### src/rtl/gpio_irq_pkg.sv
package gpio_irq_pkg;
  localparam int unsigned STYLE_W       = 3;
  localparam int unsigned LINES_PER_REG = 8;

  typedef enum logic [STYLE_W-1:0] {
    STY_HIGH = 3'd0,
    STY_LOW  = 3'd1,
    STY_RISE = 3'd2,
    STY_FALL = 3'd3,
    STY_BOTH = 3'd4
  } style_e;

  localparam logic [STYLE_W-1:0] STY_OFF = 3'd7;

  localparam int unsigned ADDR_DIR      = 0;
  localparam int unsigned ADDR_OUT      = 1;
  localparam int unsigned ADDR_IN       = 2;
  localparam int unsigned ADDR_STAT     = 3;
  localparam int unsigned ADDR_STY_BASE = 4;
endpackage

### src/rtl/gpio_sync.sv
module gpio_sync #(
  parameter int unsigned WIDTH  = 16,
  parameter int unsigned STAGES = 2
) (
  input  logic             clk_i,
  input  logic             rst_ni,
  input  logic [WIDTH-1:0] d_i,
  output logic [WIDTH-1:0] q_o
);
  logic [WIDTH-1:0] chain_q [STAGES];

  always_ff @(posedge clk_i or negedge rst_ni) begin
    if (!rst_ni) begin
      for (int s = 0; s < STAGES; s++) chain_q[s] <= '0;
    end else begin
      chain_q[0] <= d_i;
      for (int s = 1; s < STAGES; s++) chain_q[s] <= chain_q[s-1];
    end
  end

  assign q_o = chain_q[STAGES-1];
endmodule

### src/rtl/gpio_detect.sv
module gpio_detect
  import gpio_irq_pkg::*;
#(
  parameter int unsigned NUM_LINES = 16
) (
  input  logic                           clk_i,
  input  logic                           rst_ni,
  input  logic [NUM_LINES-1:0]           lvl_i,
  input  logic [NUM_LINES*STYLE_W-1:0]   style_i,
  output logic [NUM_LINES-1:0]           ev_o
);
  logic [NUM_LINES-1:0] prev_q;

  always_ff @(posedge clk_i or negedge rst_ni) begin
    if (!rst_ni) prev_q <= '0;
    else         prev_q <= lvl_i;
  end

  for (genvar i = 0; i < NUM_LINES; i++) begin : g_line
    logic [STYLE_W-1:0] sty;
    assign sty = style_i[i*STYLE_W +: STYLE_W];
    always_comb begin
      case (sty)
        STY_HIGH: ev_o[i] = lvl_i[i];
        STY_LOW:  ev_o[i] = ~lvl_i[i];
        STY_RISE: ev_o[i] = lvl_i[i] & ~prev_q[i];
        STY_FALL: ev_o[i] = ~lvl_i[i] & prev_q[i];
        STY_BOTH: ev_o[i] = lvl_i[i] ^ prev_q[i];
        default:  ev_o[i] = 1'b0;
      endcase
    end
  end
endmodule

### src/rtl/gpio_regs.sv
module gpio_regs
  import gpio_irq_pkg::*;
#(
  parameter int unsigned NUM_LINES = 16,
  parameter int unsigned DATA_W    = 32,
  parameter int unsigned ADDR_W    = 3
) (
  input  logic                         clk_i,
  input  logic                         rst_ni,
  input  logic                         req_i,
  input  logic                         we_i,
  input  logic [ADDR_W-1:0]            addr_i,
  input  logic [DATA_W-1:0]            wdata_i,
  output logic [DATA_W-1:0]            rdata_o,
  input  logic [NUM_LINES-1:0]         lvl_i,
  input  logic [NUM_LINES-1:0]         ev_i,
  output logic [NUM_LINES-1:0]         dir_o,
  output logic [NUM_LINES-1:0]         out_o,
  output logic [NUM_LINES*STYLE_W-1:0] style_o,
  output logic [NUM_LINES-1:0]         status_o
);
  localparam int unsigned STY_REGS  = NUM_LINES / LINES_PER_REG;
  localparam int unsigned STY_REG_W = LINES_PER_REG * STYLE_W;

  logic [NUM_LINES-1:0] dir_q, out_q, status_q, clr;
  logic [STY_REG_W-1:0] style_q [STY_REGS];
  logic [DATA_W-1:0]    rd_val;
  logic                 wr_en, rd_en;

  assign wr_en = req_i & we_i;
  assign rd_en = req_i & ~we_i;
  assign clr   = (wr_en && addr_i == ADDR_W'(ADDR_STAT)) ? wdata_i[NUM_LINES-1:0] : '0;

  always_ff @(posedge clk_i or negedge rst_ni) begin
    if (!rst_ni) begin
      dir_q <= '1;
      out_q <= '0;
      for (int r = 0; r < STY_REGS; r++) style_q[r] <= {LINES_PER_REG{STY_OFF}};
    end else if (wr_en) begin
      if (addr_i == ADDR_W'(ADDR_DIR)) dir_q <= wdata_i[NUM_LINES-1:0];
      if (addr_i == ADDR_W'(ADDR_OUT)) out_q <= wdata_i[NUM_LINES-1:0];
      for (int r = 0; r < STY_REGS; r++)
        if (addr_i == ADDR_W'(ADDR_STY_BASE + r)) style_q[r] <= wdata_i[STY_REG_W-1:0];
    end
  end

  // events take priority over a same-cycle clear
  always_ff @(posedge clk_i or negedge rst_ni) begin
    if (!rst_ni) status_q <= '0;
    else         status_q <= (status_q & ~clr) | ev_i;
  end

  always_comb begin
    rd_val = '0;
    if (addr_i == ADDR_W'(ADDR_DIR))  rd_val = DATA_W'(dir_q);
    if (addr_i == ADDR_W'(ADDR_OUT))  rd_val = DATA_W'(out_q);
    if (addr_i == ADDR_W'(ADDR_IN))   rd_val = DATA_W'(lvl_i);
    if (addr_i == ADDR_W'(ADDR_STAT)) rd_val = DATA_W'(status_q);
    for (int r = 0; r < STY_REGS; r++)
      if (addr_i == ADDR_W'(ADDR_STY_BASE + r)) rd_val = DATA_W'(style_q[r]);
  end

  always_ff @(posedge clk_i or negedge rst_ni) begin
    if (!rst_ni)    rdata_o <= '0;
    else if (rd_en) rdata_o <= rd_val;
  end

  for (genvar r = 0; r < STY_REGS; r++) begin : g_sty
    assign style_o[r*STY_REG_W +: STY_REG_W] = style_q[r];
  end

  logic unused_wdata;
  assign unused_wdata = ^wdata_i;

  assign dir_o    = dir_q;
  assign out_o    = out_q;
  assign status_o = status_q;
endmodule

### src/rtl/gpio_irq_ctrl.sv
module gpio_irq_ctrl
  import gpio_irq_pkg::*;
#(
  parameter int unsigned NUM_LINES   = 16,
  parameter int unsigned DATA_W      = 32,
  parameter int unsigned ADDR_W      = 3,
  parameter int unsigned SYNC_STAGES = 2
) (
  input  logic                 clk_i,
  input  logic                 rst_ni,
  input  logic                 req_i,
  input  logic                 we_i,
  input  logic [ADDR_W-1:0]    addr_i,
  input  logic [DATA_W-1:0]    wdata_i,
  output logic [DATA_W-1:0]    rdata_o,
  input  logic [NUM_LINES-1:0] pin_i,
  output logic [NUM_LINES-1:0] pin_o,
  output logic [NUM_LINES-1:0] pin_oe_o,
  output logic [NUM_LINES-1:0] irq_o
);
  logic [NUM_LINES-1:0]         lvl_sync, line_ev, dir, status;
  logic [NUM_LINES*STYLE_W-1:0] style;

  gpio_sync #(.WIDTH(NUM_LINES), .STAGES(SYNC_STAGES)) u_sync (
    .clk_i(clk_i), .rst_ni(rst_ni), .d_i(pin_i), .q_o(lvl_sync)
  );

  gpio_detect #(.NUM_LINES(NUM_LINES)) u_det (
    .clk_i(clk_i), .rst_ni(rst_ni), .lvl_i(lvl_sync), .style_i(style), .ev_o(line_ev)
  );

  gpio_regs #(.NUM_LINES(NUM_LINES), .DATA_W(DATA_W), .ADDR_W(ADDR_W)) u_regs (
    .clk_i(clk_i), .rst_ni(rst_ni), .req_i(req_i), .we_i(we_i), .addr_i(addr_i),
    .wdata_i(wdata_i), .rdata_o(rdata_o), .lvl_i(lvl_sync), .ev_i(line_ev),
    .dir_o(dir), .out_o(pin_o), .style_o(style), .status_o(status)
  );

  assign pin_oe_o = ~dir;
  assign irq_o    = status;
endmodule

### config.mk
export PLATFORM = sky130hd
export DESIGN_NAME = gpio_irq_ctrl
export DESIGN_NICKNAME = d
export VERILOG_FILES = /design/src/rtl/gpio_irq_pkg.sv /design/src/rtl/gpio_sync.sv /design/src/rtl/gpio_detect.sv /design/src/rtl/gpio_regs.sv /design/src/rtl/gpio_irq_ctrl.sv
export SDC_FILE = /design/constraint.sdc
export NUM_CORES = 1
export LEC_CHECK = 0
export BUFFER_PORTS_ARGS = -buffer_cell sky130_fd_sc_hd__buf_2
export CORE_MARGIN = 2
export CORE_UTILIZATION = 63
export CTS_BUF_LIST = sky130_fd_sc_hd__clkbuf_4
export DETAILED_ROUTE_END_ITERATION = 8
export GPL_TIMING_DRIVEN = 0
export MAX_ROUTING_LAYER = met4
export PLACE_DENSITY = 0.94
export SLEW_MARGIN = 25
export SYNTH_ARGS = -nofsm -noshare
export SYNTH_HDL_FRONTEND = slang
export SYNTH_SLANG_ARGS = --single-unit
export TNS_END_PERCENT = 50
### constraint.sdc
create_clock -name clk_i -period 4 [get_ports clk_i]
set_input_delay 0.8 -clock clk_i [delete_from_list [all_inputs] [get_ports clk_i]]
set_output_delay 0.8 -clock clk_i [all_outputs]
set_load 0.02 [all_outputs]
==> flow_results.xml, run 1 <==
<?xml version="1.0" encoding="UTF-8"?>
<metrics>
  <group name="synthesis">
    <metric name="yosys.cell_count.top_type" unit="">dfrtp_1</metric>
    <metric name="yosys-top-cells-count" unit="">104 x dfrtp_1, 81 x mux2_2, 64 x dfstp_2</metric>
    <metric name="synth_area_leaders" unit="">dfrtp_1 33%, dfstp_2 21%, mux2_2 11%</metric>
    <metric name="synth_sequential_area_ratio" unit="%">53.9</metric>
    <metric name="postSynthRegisterBits" unit="">168</metric>
    <metric name="netlist_instances" unit="">643</metric>
    <metric name="netlist_area" unit="um2">7950</metric>
    <metric name="synth.top_cell.area_share" unit="%">32.7</metric>
    <metric name="yosys.cell_types.count" unit="">42</metric>
    <metric name="syn-mean-instance-area" unit="um2">12.4</metric>
    <metric name="yosys_warnings" unit="">0</metric>
    <metric name="async_reset_ff_share" unit="%">100</metric>
    <metric name="synth_edf_count" unit="">0</metric>
    <metric name="postSynth.topFlopCell" unit="">dfrtp_1</metric>
    <metric name="yosys.area.top_type" unit="">dfrtp_1</metric>
  </group>
  <group name="global_routing">
    <metric name="grt-ovfl-total" unit="">0</metric>
    <metric name="initial_antenna_violation_count" unit="">0</metric>
    <metric name="grt_use_total" unit="%">32.9</metric>
    <metric name="first_global_vias" unit="">6164</metric>
    <metric name="grt_start_max_net_pins" unit="">61</metric>
    <metric name="wire_length_of_the_first_global_routing_pass" unit="mm">32.2</metric>
  </group>
  <group name="cts">
    <metric name="insertion_delay" unit="ns">0.58</metric>
    <metric name="clkSlewWorstSetupHoldPaths" unit="ns">0.13</metric>
    <metric name="cts-buffers-inserted" unit="">17</metric>
    <metric name="cts.root.buffer_cell" unit="">clkbuf_4</metric>
    <metric name="ctsLongestPathBuffers" unit="">2</metric>
    <metric name="cts-resized-gates" unit="">0</metric>
    <metric name="tritoncts" unit="">built</metric>
    <metric name="postCtsSetupRepairBufs" unit="">0</metric>
    <metric name="cts_num_sinks" unit="">168</metric>
    <metric name="clock_tree.htree_level_count" unit="">4</metric>
    <metric name="cts_hold_repair.buffers" unit="">0</metric>
  </group>
  <group name="setup_path">
    <metric name="timing.rr.start" unit="">u_sync.q_o[6]</metric>
    <metric name="arrival" unit="ns">1.35</metric>
    <metric name="critical_path_peak_fanout" unit="">3</metric>
    <metric name="critical_path.startpoint_type" unit="">flip-flop</metric>
    <metric name="timing.reg2reg.setup_slack" unit="ns">2.53</metric>
    <metric name="required" unit="ns">3.20</metric>
    <metric name="r2r_end" unit="">u_regs.status_o[6]</metric>
    <metric name="ff2ff_path_depth" unit="">5</metric>
    <metric name="path_class" unit="">reg2out</metric>
    <metric name="crit_path_end_kind" unit="">primary output</metric>
  </group>
  <group name="timing">
    <metric name="final_hold_viol_count" unit="">0</metric>
    <metric name="drv_slew" unit="">0</metric>
    <metric name="post-route-min-period" unit="ns">2.15</metric>
    <metric name="post-route-worst-setup-slack" unit="ns">1.85</metric>
    <metric name="timing.slew.headroom" unit="%">50.9</metric>
    <metric name="setup_viol" unit="">0</metric>
    <metric name="fin_skew" unit="ns">0.0203</metric>
    <metric name="fmax" unit="MHz">464</metric>
    <metric name="grt_setup_unrepaired" unit="">no</metric>
    <metric name="min_period_over_period" unit="%">53.8</metric>
    <metric name="worst-slew-pin-transition" unit="ns">0.734</metric>
  </group>
  <group name="drt">
    <metric name="number_of_iterations_in_the_first_detailed_routing_pass" unit="">7</metric>
    <metric name="route.antenna.remaining_nets" unit="">0</metric>
    <metric name="detail_route.drc_violations" unit="">0</metric>
    <metric name="detailedRoute.firstIterationViolations" unit="">533</metric>
    <metric name="wl_per_cell" unit="um">21.1</metric>
    <metric name="totalWireLength" unit="mm">20.5</metric>
    <metric name="vias_per_cell" unit="">6.13</metric>
    <metric name="detailroute.via_count" unit="">5968</metric>
  </group>
  <group name="finish">
    <metric name="filler_cell_count" unit="">813</metric>
    <metric name="share_of_layout_cells_above_drive_strength_1" unit="%">41.2</metric>
    <metric name="fin_nets" unit="">875</metric>
    <metric name="total_area_of_multi_input_combinational_cells" unit="um2">3260</metric>
    <metric name="regArea" unit="um2">4280</metric>
    <metric name="finish.cell_count_without_fillers" unit="">973</metric>
    <metric name="antenna_cells" unit="">0</metric>
    <metric name="synthToLayoutAreaGrowth" unit="%">14.9</metric>
    <metric name="layout.core_utilization" unit="%">73.3</metric>
  </group>
  <group name="worst_hold_path">
    <metric name="holdCritPathClass" unit="">in2async</metric>
  </group>
  <group name="status">
    <metric name="outcome" unit="">finished clean</metric>
  </group>
  <group name="place">
    <metric name="dp_cells" unit="">941</metric>
    <metric name="gp_congestion" unit="">0.909</metric>
    <metric name="detailedPlacementHpwl" unit="mm">14.4</metric>
    <metric name="worst_setup_slack_post_dpl" unit="ns">1.62</metric>
    <metric name="port_buffers" unit="">117</metric>
  </group>
  <group name="power_and_ir_drop">
    <metric name="power.switching" unit="uW">1410</metric>
    <metric name="power.leakage" unit="uW">0.00409</metric>
    <metric name="internal_power" unit="uW">2960</metric>
    <metric name="ir_worst_vdd" unit="mV">0.314</metric>
    <metric name="total_power_per_unit_cell_area" unit="nW/um2">479</metric>
    <metric name="combinational_cell_fraction_of_total_power" unit="%">22.5</metric>
    <metric name="switching_share_of_power" unit="%">32.2</metric>
    <metric name="power_frac_seq" unit="%">54.3</metric>
    <metric name="power.clock.fraction" unit="%">23.1</metric>
    <metric name="design_power_total" unit="uW">4370</metric>
  </group>
  <group name="floorplanning">
    <metric name="die_w" unit="um">116</metric>
    <metric name="effective_utilization_at_floorplan" unit="%">63.8</metric>
    <metric name="core_region_area" unit="um2">12500</metric>
    <metric name="placementRows" unit="">41</metric>
    <metric name="ioPinCount" unit="">135</metric>
    <metric name="die_h" unit="um">116</metric>
    <metric name="floorplan.die_area" unit="um2">13500</metric>
  </group>
  <group name="run">
    <metric name="count_of_max_cap_constraint_violations" unit="">0</metric>
  </group>
</metrics>
[critical path: stages (launching register included)]
cell     delay [ns]
dfstp_2        0.58
inv_1          0.05
buf_2          0.15
[routing by layer]
metal	vias up	global-route usage [%]	share of wire, %
met5	-	-	0
met2	358	53.0	51
met4	0	14.2	3.6
met3	83	9.29	9.2
met1	2951	38.9	37
li1	2576	-	-
[placed cells by master (no fill, tap or decap), drive strengths merged, types with 5 or more instances in the layout]
cell type,netlist,layout
buf,30,149
dfrtp,104,104
mux2,81,81
dfstp,64,64
inv,50,50
nor2,41,41
ha,32,32
a211oi,29,29
mux2i,29,29
clkbuf,7,25
nand2,20,20
a21oi,19,19
o22ai,18,18
a211o,15,15
nor3b,14,14
o32a,14,14
nor2b,11,11
nor4b,10,10
clkinv,0,9
xor2,8,8
a221oi,8,8
conb,1,8
o21ai,7,7
and2,7,7
xnor2,5,5
a22o,5,5
[power groups by stage]
stage,clock network [uW],registers (uW),logic [uW]
floorplan,0,2390,567
global placement,0,2360,917
detailed placement,0,2390,975
CTS,1030,2360,982
global route,1100,2410,1070
finish,1010,2380,986
[cell type report]
type	instances	share of cell area (%)
Buffer	37	2.75
Clock inverter	14	1.73
Sequential cell	168	46.9
Inverter	50	2.05
Tap cell	172	2.36
Timing Repair Buffer	119	7.12
Clock buffer	18	1.48
Multi-Input combinational cell	395	35.6
[worst max path at each step]
stage	from	to	slack, ns	cells after the start
2_1_floorplan	addr_i[0]	u_regs.out_o[10]	2.07	5
3_3_place_gp	rst_ni	u_sync.q_o[0]	-0.19	1
3_5_place_dp	addr_i[2]	u_regs.out_o[14]	1.62	5
4_1_cts	u_regs.dir_o[14]	pin_oe_o[14]	1.84	2
5_1_grt	u_regs.dir_o[8]	pin_oe_o[8]	1.78	2
6_report	u_regs.dir_o[4]	pin_oe_o[4]	1.85	2
[cells by family (layout without fill, tap and decap cells)]
family	count (synthesis)	in the layout	synth area share, %
other cells	1	8	0.0472
xor+xnor	13	13	1.43
simple gates	114	114	8.06
fa+ha+maj	32	32	5.03
buf+inv	87	238	5.52
mux	110	110	15.1
compound gates	118	118	10.9
flops	168	168	53.9
[state kept, by name, summed over array words and instances, names as in the netlist]
signal and cells:
u_regs.style_o 48, u_sync.q_o 16, u_regs.out_o 16, u_regs.rdata_o 24, u_sync.chain_q 16, u_regs.dir_o 16, u_regs.status_o 16, u_det.prev_q 16
[metrics by stage]
| step | instance area, um2 | hold slack (ns) | setup TNS, ns |
|---|---|---|---|
| CTS | 9140 | 0.118 | 0 |
| floorplan | 7980 | 0.331 | 0 |
| detailed placement | 8840 | 0.335 | 0 |
| global route | 9140 | 0.101 | 0 |
| global placement | 8780 | 0.331 | -18.96 |
| finish | 9140 | 0.111 | 0 |
(Power assumes the default switching activity.)
==> run 2: changes to the inputs <==
CORE_UTILIZATION = 53   (was 63)
PLACE_DENSITY = 0.85   (was 0.94)
clock period = 1.8 ns   (was 4 ns; I/O delays follow)
==> flow_results.xml, run 2 (synthesis results as in run 1) <==
<?xml version="1.0" encoding="UTF-8"?>
<metrics>
  <group name="status">
    <metric name="outcome" unit="">finished clean</metric>
  </group>
  <group name="global_routing">
    <metric name="grt-busiest-layer" unit="">met2</metric>
    <metric name="wire_length_of_the_first_global_routing_pass" unit="mm">30.6</metric>
    <metric name="grtUsageMet1" unit="%">33.6</metric>
    <metric name="global_route.usage.met2" unit="%">39.3</metric>
    <metric name="first_global_vias" unit="">5699</metric>
    <metric name="initial_antenna_violation_count" unit="">0</metric>
    <metric name="grt-ovfl-total" unit="">0</metric>
    <metric name="grt_start_max_net_pins" unit="">72</metric>
    <metric name="grt_use_total" unit="%">25.6</metric>
    <metric name="grt.met3_usage" unit="%">5.31</metric>
  </group>
  <group name="finish">
    <metric name="largest_register_ff_count" unit="">48</metric>
    <metric name="layout.cells.most_common" unit="">buf_2</metric>
    <metric name="synthToLayoutAreaGrowth" unit="%">17.1</metric>
    <metric name="share_of_layout_cells_above_drive_strength_1" unit="%">40.2</metric>
    <metric name="fin_nets" unit="">893</metric>
    <metric name="layout_common_cells" unit="">125 x buf_2, 104 x dfrtp_1, 81 x mux2_2</metric>
    <metric name="layout.core_utilization" unit="%">63.8</metric>
  </group>
  <group name="setup_path">
    <metric name="crit_path_cell_trace" unit="">inv_1, buf_2</metric>
    <metric name="r2r_end" unit="">u_regs.status_o[4]</metric>
    <metric name="crit_path_end_kind" unit="">primary output</metric>
    <metric name="critical_path_peak_fanout" unit="">3</metric>
    <metric name="crit_path_end" unit="">pin_oe_o[15]</metric>
    <metric name="timing.rr.start" unit="">u_sync.q_o[4]</metric>
    <metric name="worst_path_largest_cell_delay" unit="ns">0.57</metric>
    <metric name="arrival" unit="ns">1.37</metric>
    <metric name="required" unit="ns">1.44</metric>
    <metric name="worstSetupStartpoint" unit="">u_regs.dir_o[15]</metric>
    <metric name="timing.reg2reg.setup_slack" unit="ns">0.36</metric>
    <metric name="ff2ff_path_depth" unit="">4</metric>
    <metric name="cp_slowest_cell" unit="">dfstp_2</metric>
    <metric name="critical_path.startpoint_type" unit="">flip-flop</metric>
    <metric name="path_class" unit="">reg2out</metric>
  </group>
  <group name="timing">
    <metric name="final_hold_viol_count" unit="">0</metric>
    <metric name="post-route-min-period" unit="ns">1.73</metric>
    <metric name="fin_hold_ws" unit="ns">0.0326</metric>
    <metric name="drv_slew" unit="">0</metric>
    <metric name="fin_skew" unit="ns">0.0179</metric>
    <metric name="setup_viol" unit="">0</metric>
    <metric name="timing.slew.headroom" unit="%">55.7</metric>
    <metric name="min_period_over_period" unit="%">96.1</metric>
    <metric name="worst-slew-pin-transition" unit="ns">0.665</metric>
    <metric name="grt_setup_unrepaired" unit="">no</metric>
    <metric name="fmax" unit="MHz">578</metric>
    <metric name="post-route-worst-setup-slack" unit="ns">0.0700</metric>
  </group>
  <group name="cts">
    <metric name="cts.root.buffer_cell" unit="">clkbuf_4</metric>
    <metric name="tritoncts" unit="">built</metric>
    <metric name="insertion_delay" unit="ns">0.58</metric>
    <metric name="ctsLongestPathBuffers" unit="">2</metric>
    <metric name="postCtsSetupRepairBufs" unit="">0</metric>
    <metric name="clock_tree.htree_level_count" unit="">4</metric>
    <metric name="clkSlewWorstSetupHoldPaths" unit="ns">0.13</metric>
    <metric name="cts-buffers-inserted" unit="">17</metric>
    <metric name="cts_num_sinks" unit="">168</metric>
  </group>
  <group name="drt">
    <metric name="totalWireLength" unit="mm">19.5</metric>
    <metric name="vias_per_cell" unit="">5.77</metric>
    <metric name="number_of_iterations_in_the_first_detailed_routing_pass" unit="">5</metric>
    <metric name="route.antenna.remaining_nets" unit="">0</metric>
    <metric name="detail_route.drc_violations" unit="">0</metric>
    <metric name="detailroute.via_count" unit="">5795</metric>
    <metric name="detailedRoute.firstIterationViolations" unit="">429</metric>
    <metric name="wl_per_cell" unit="um">19.4</metric>
  </group>
  <group name="place">
    <metric name="gp_congestion" unit="">0.875</metric>
    <metric name="detailedPlacementHpwl" unit="mm">13.8</metric>
    <metric name="port_buffers" unit="">117</metric>
    <metric name="worst_setup_slack_post_dpl" unit="ns">-0.136</metric>
  </group>
  <group name="power_and_ir_drop">
    <metric name="power.leakage" unit="uW">0.00414</metric>
    <metric name="total_power_per_unit_cell_area" unit="nW/um2">1030</metric>
    <metric name="design_power_total" unit="uW">9560</metric>
    <metric name="ir_worst_vdd" unit="mV">0.629</metric>
  </group>
  <group name="floorplanning">
    <metric name="effective_utilization_at_floorplan" unit="%">54.5</metric>
    <metric name="die_h" unit="um">126</metric>
    <metric name="placementRows" unit="">44</metric>
    <metric name="die_w" unit="um">126</metric>
    <metric name="core_region_area" unit="um2">14600</metric>
    <metric name="floorplan.die_area" unit="um2">16000</metric>
    <metric name="ioPinCount" unit="">135</metric>
  </group>
  <group name="worst_hold_path">
    <metric name="holdCritPathClass" unit="">in2reg</metric>
  </group>
  <group name="run">
    <metric name="count_of_max_cap_constraint_violations" unit="">0</metric>
  </group>
</metrics>
run 2: cell types whose count changed in the layout (fill, tap and decap cells not counted), sizes merged:
cell / before / now
bufinv: 3 / 2
clkinv: 9 / 6
clkinvlp: 2 / 5
diode: 0 / 1
dlygate4sd3: 0 / 18
inv: 50 / 51
run 2: layer usage:
metal,up-vias,share of wire (%),wire length (um)
li1,2611,-,-
met1,2895,42,8080
met2,253,48,9390
met3,36,8.0,1560
met4,0,2.2,426
met5,-,0,0
run 2: what timing repair did:
item / CTS / global route
hold buffers: 18 / 0
resized for setup: 0 / 0
endpoints found under the hold margin: 74 / 0
run 2: worst min path at each step:
stage	slack [ns]	cells past startpoint	to	start
after floorplan	0.06	0	u_det.prev_q[0]	rst_ni
after global placement	0.33	0	u_sync.q_o[4]	u_sync.chain_q[20]
after detailed placement	0.28	1	u_sync.chain_q[30]	rst_ni
after CTS	0.0005	2	u_regs.style_o[42]	wdata_i[18]
after global routing	0.006	2	u_regs.style_o[18]	wdata_i[18]
final	0.03	2	u_regs.style_o[20]	wdata_i[20]
run 2: power by group:
group          internal, uW  total [uW]  switching, uW
clock network           816        2130           1310
registers              4610        5250            643
logic                  1040        2180           1140
run 2: worst max-delay path: cells and delay by family (launching register included):
family,cells,cell delay [ns]
DFF,1,0.57
buffers and inverters,2,0.23
run 2: area by class of cell:
cell class | instances | area, um2
fill | 1128 | 5280
clock inverter | 14 | 131
antenna | 1 | 2.50
timing repair buffer | 137 | 831
inverter | 50 | 188
tap | 184 | 230
multi-input combinational | 395 | 3260
clock buffer | 18 | 135
buffer | 37 | 251
sequential | 168 | 4280
run 2: stage by stage:
stage,TNS (ns),cell area [um2],cells
after floorplan,0,7980,650
after detailed placement,-2.18,8860,953
after global placement,-290.20,8790,951
final,0,9310,1004
after CTS,0,9310,1003
after global routing,0,9310,1003
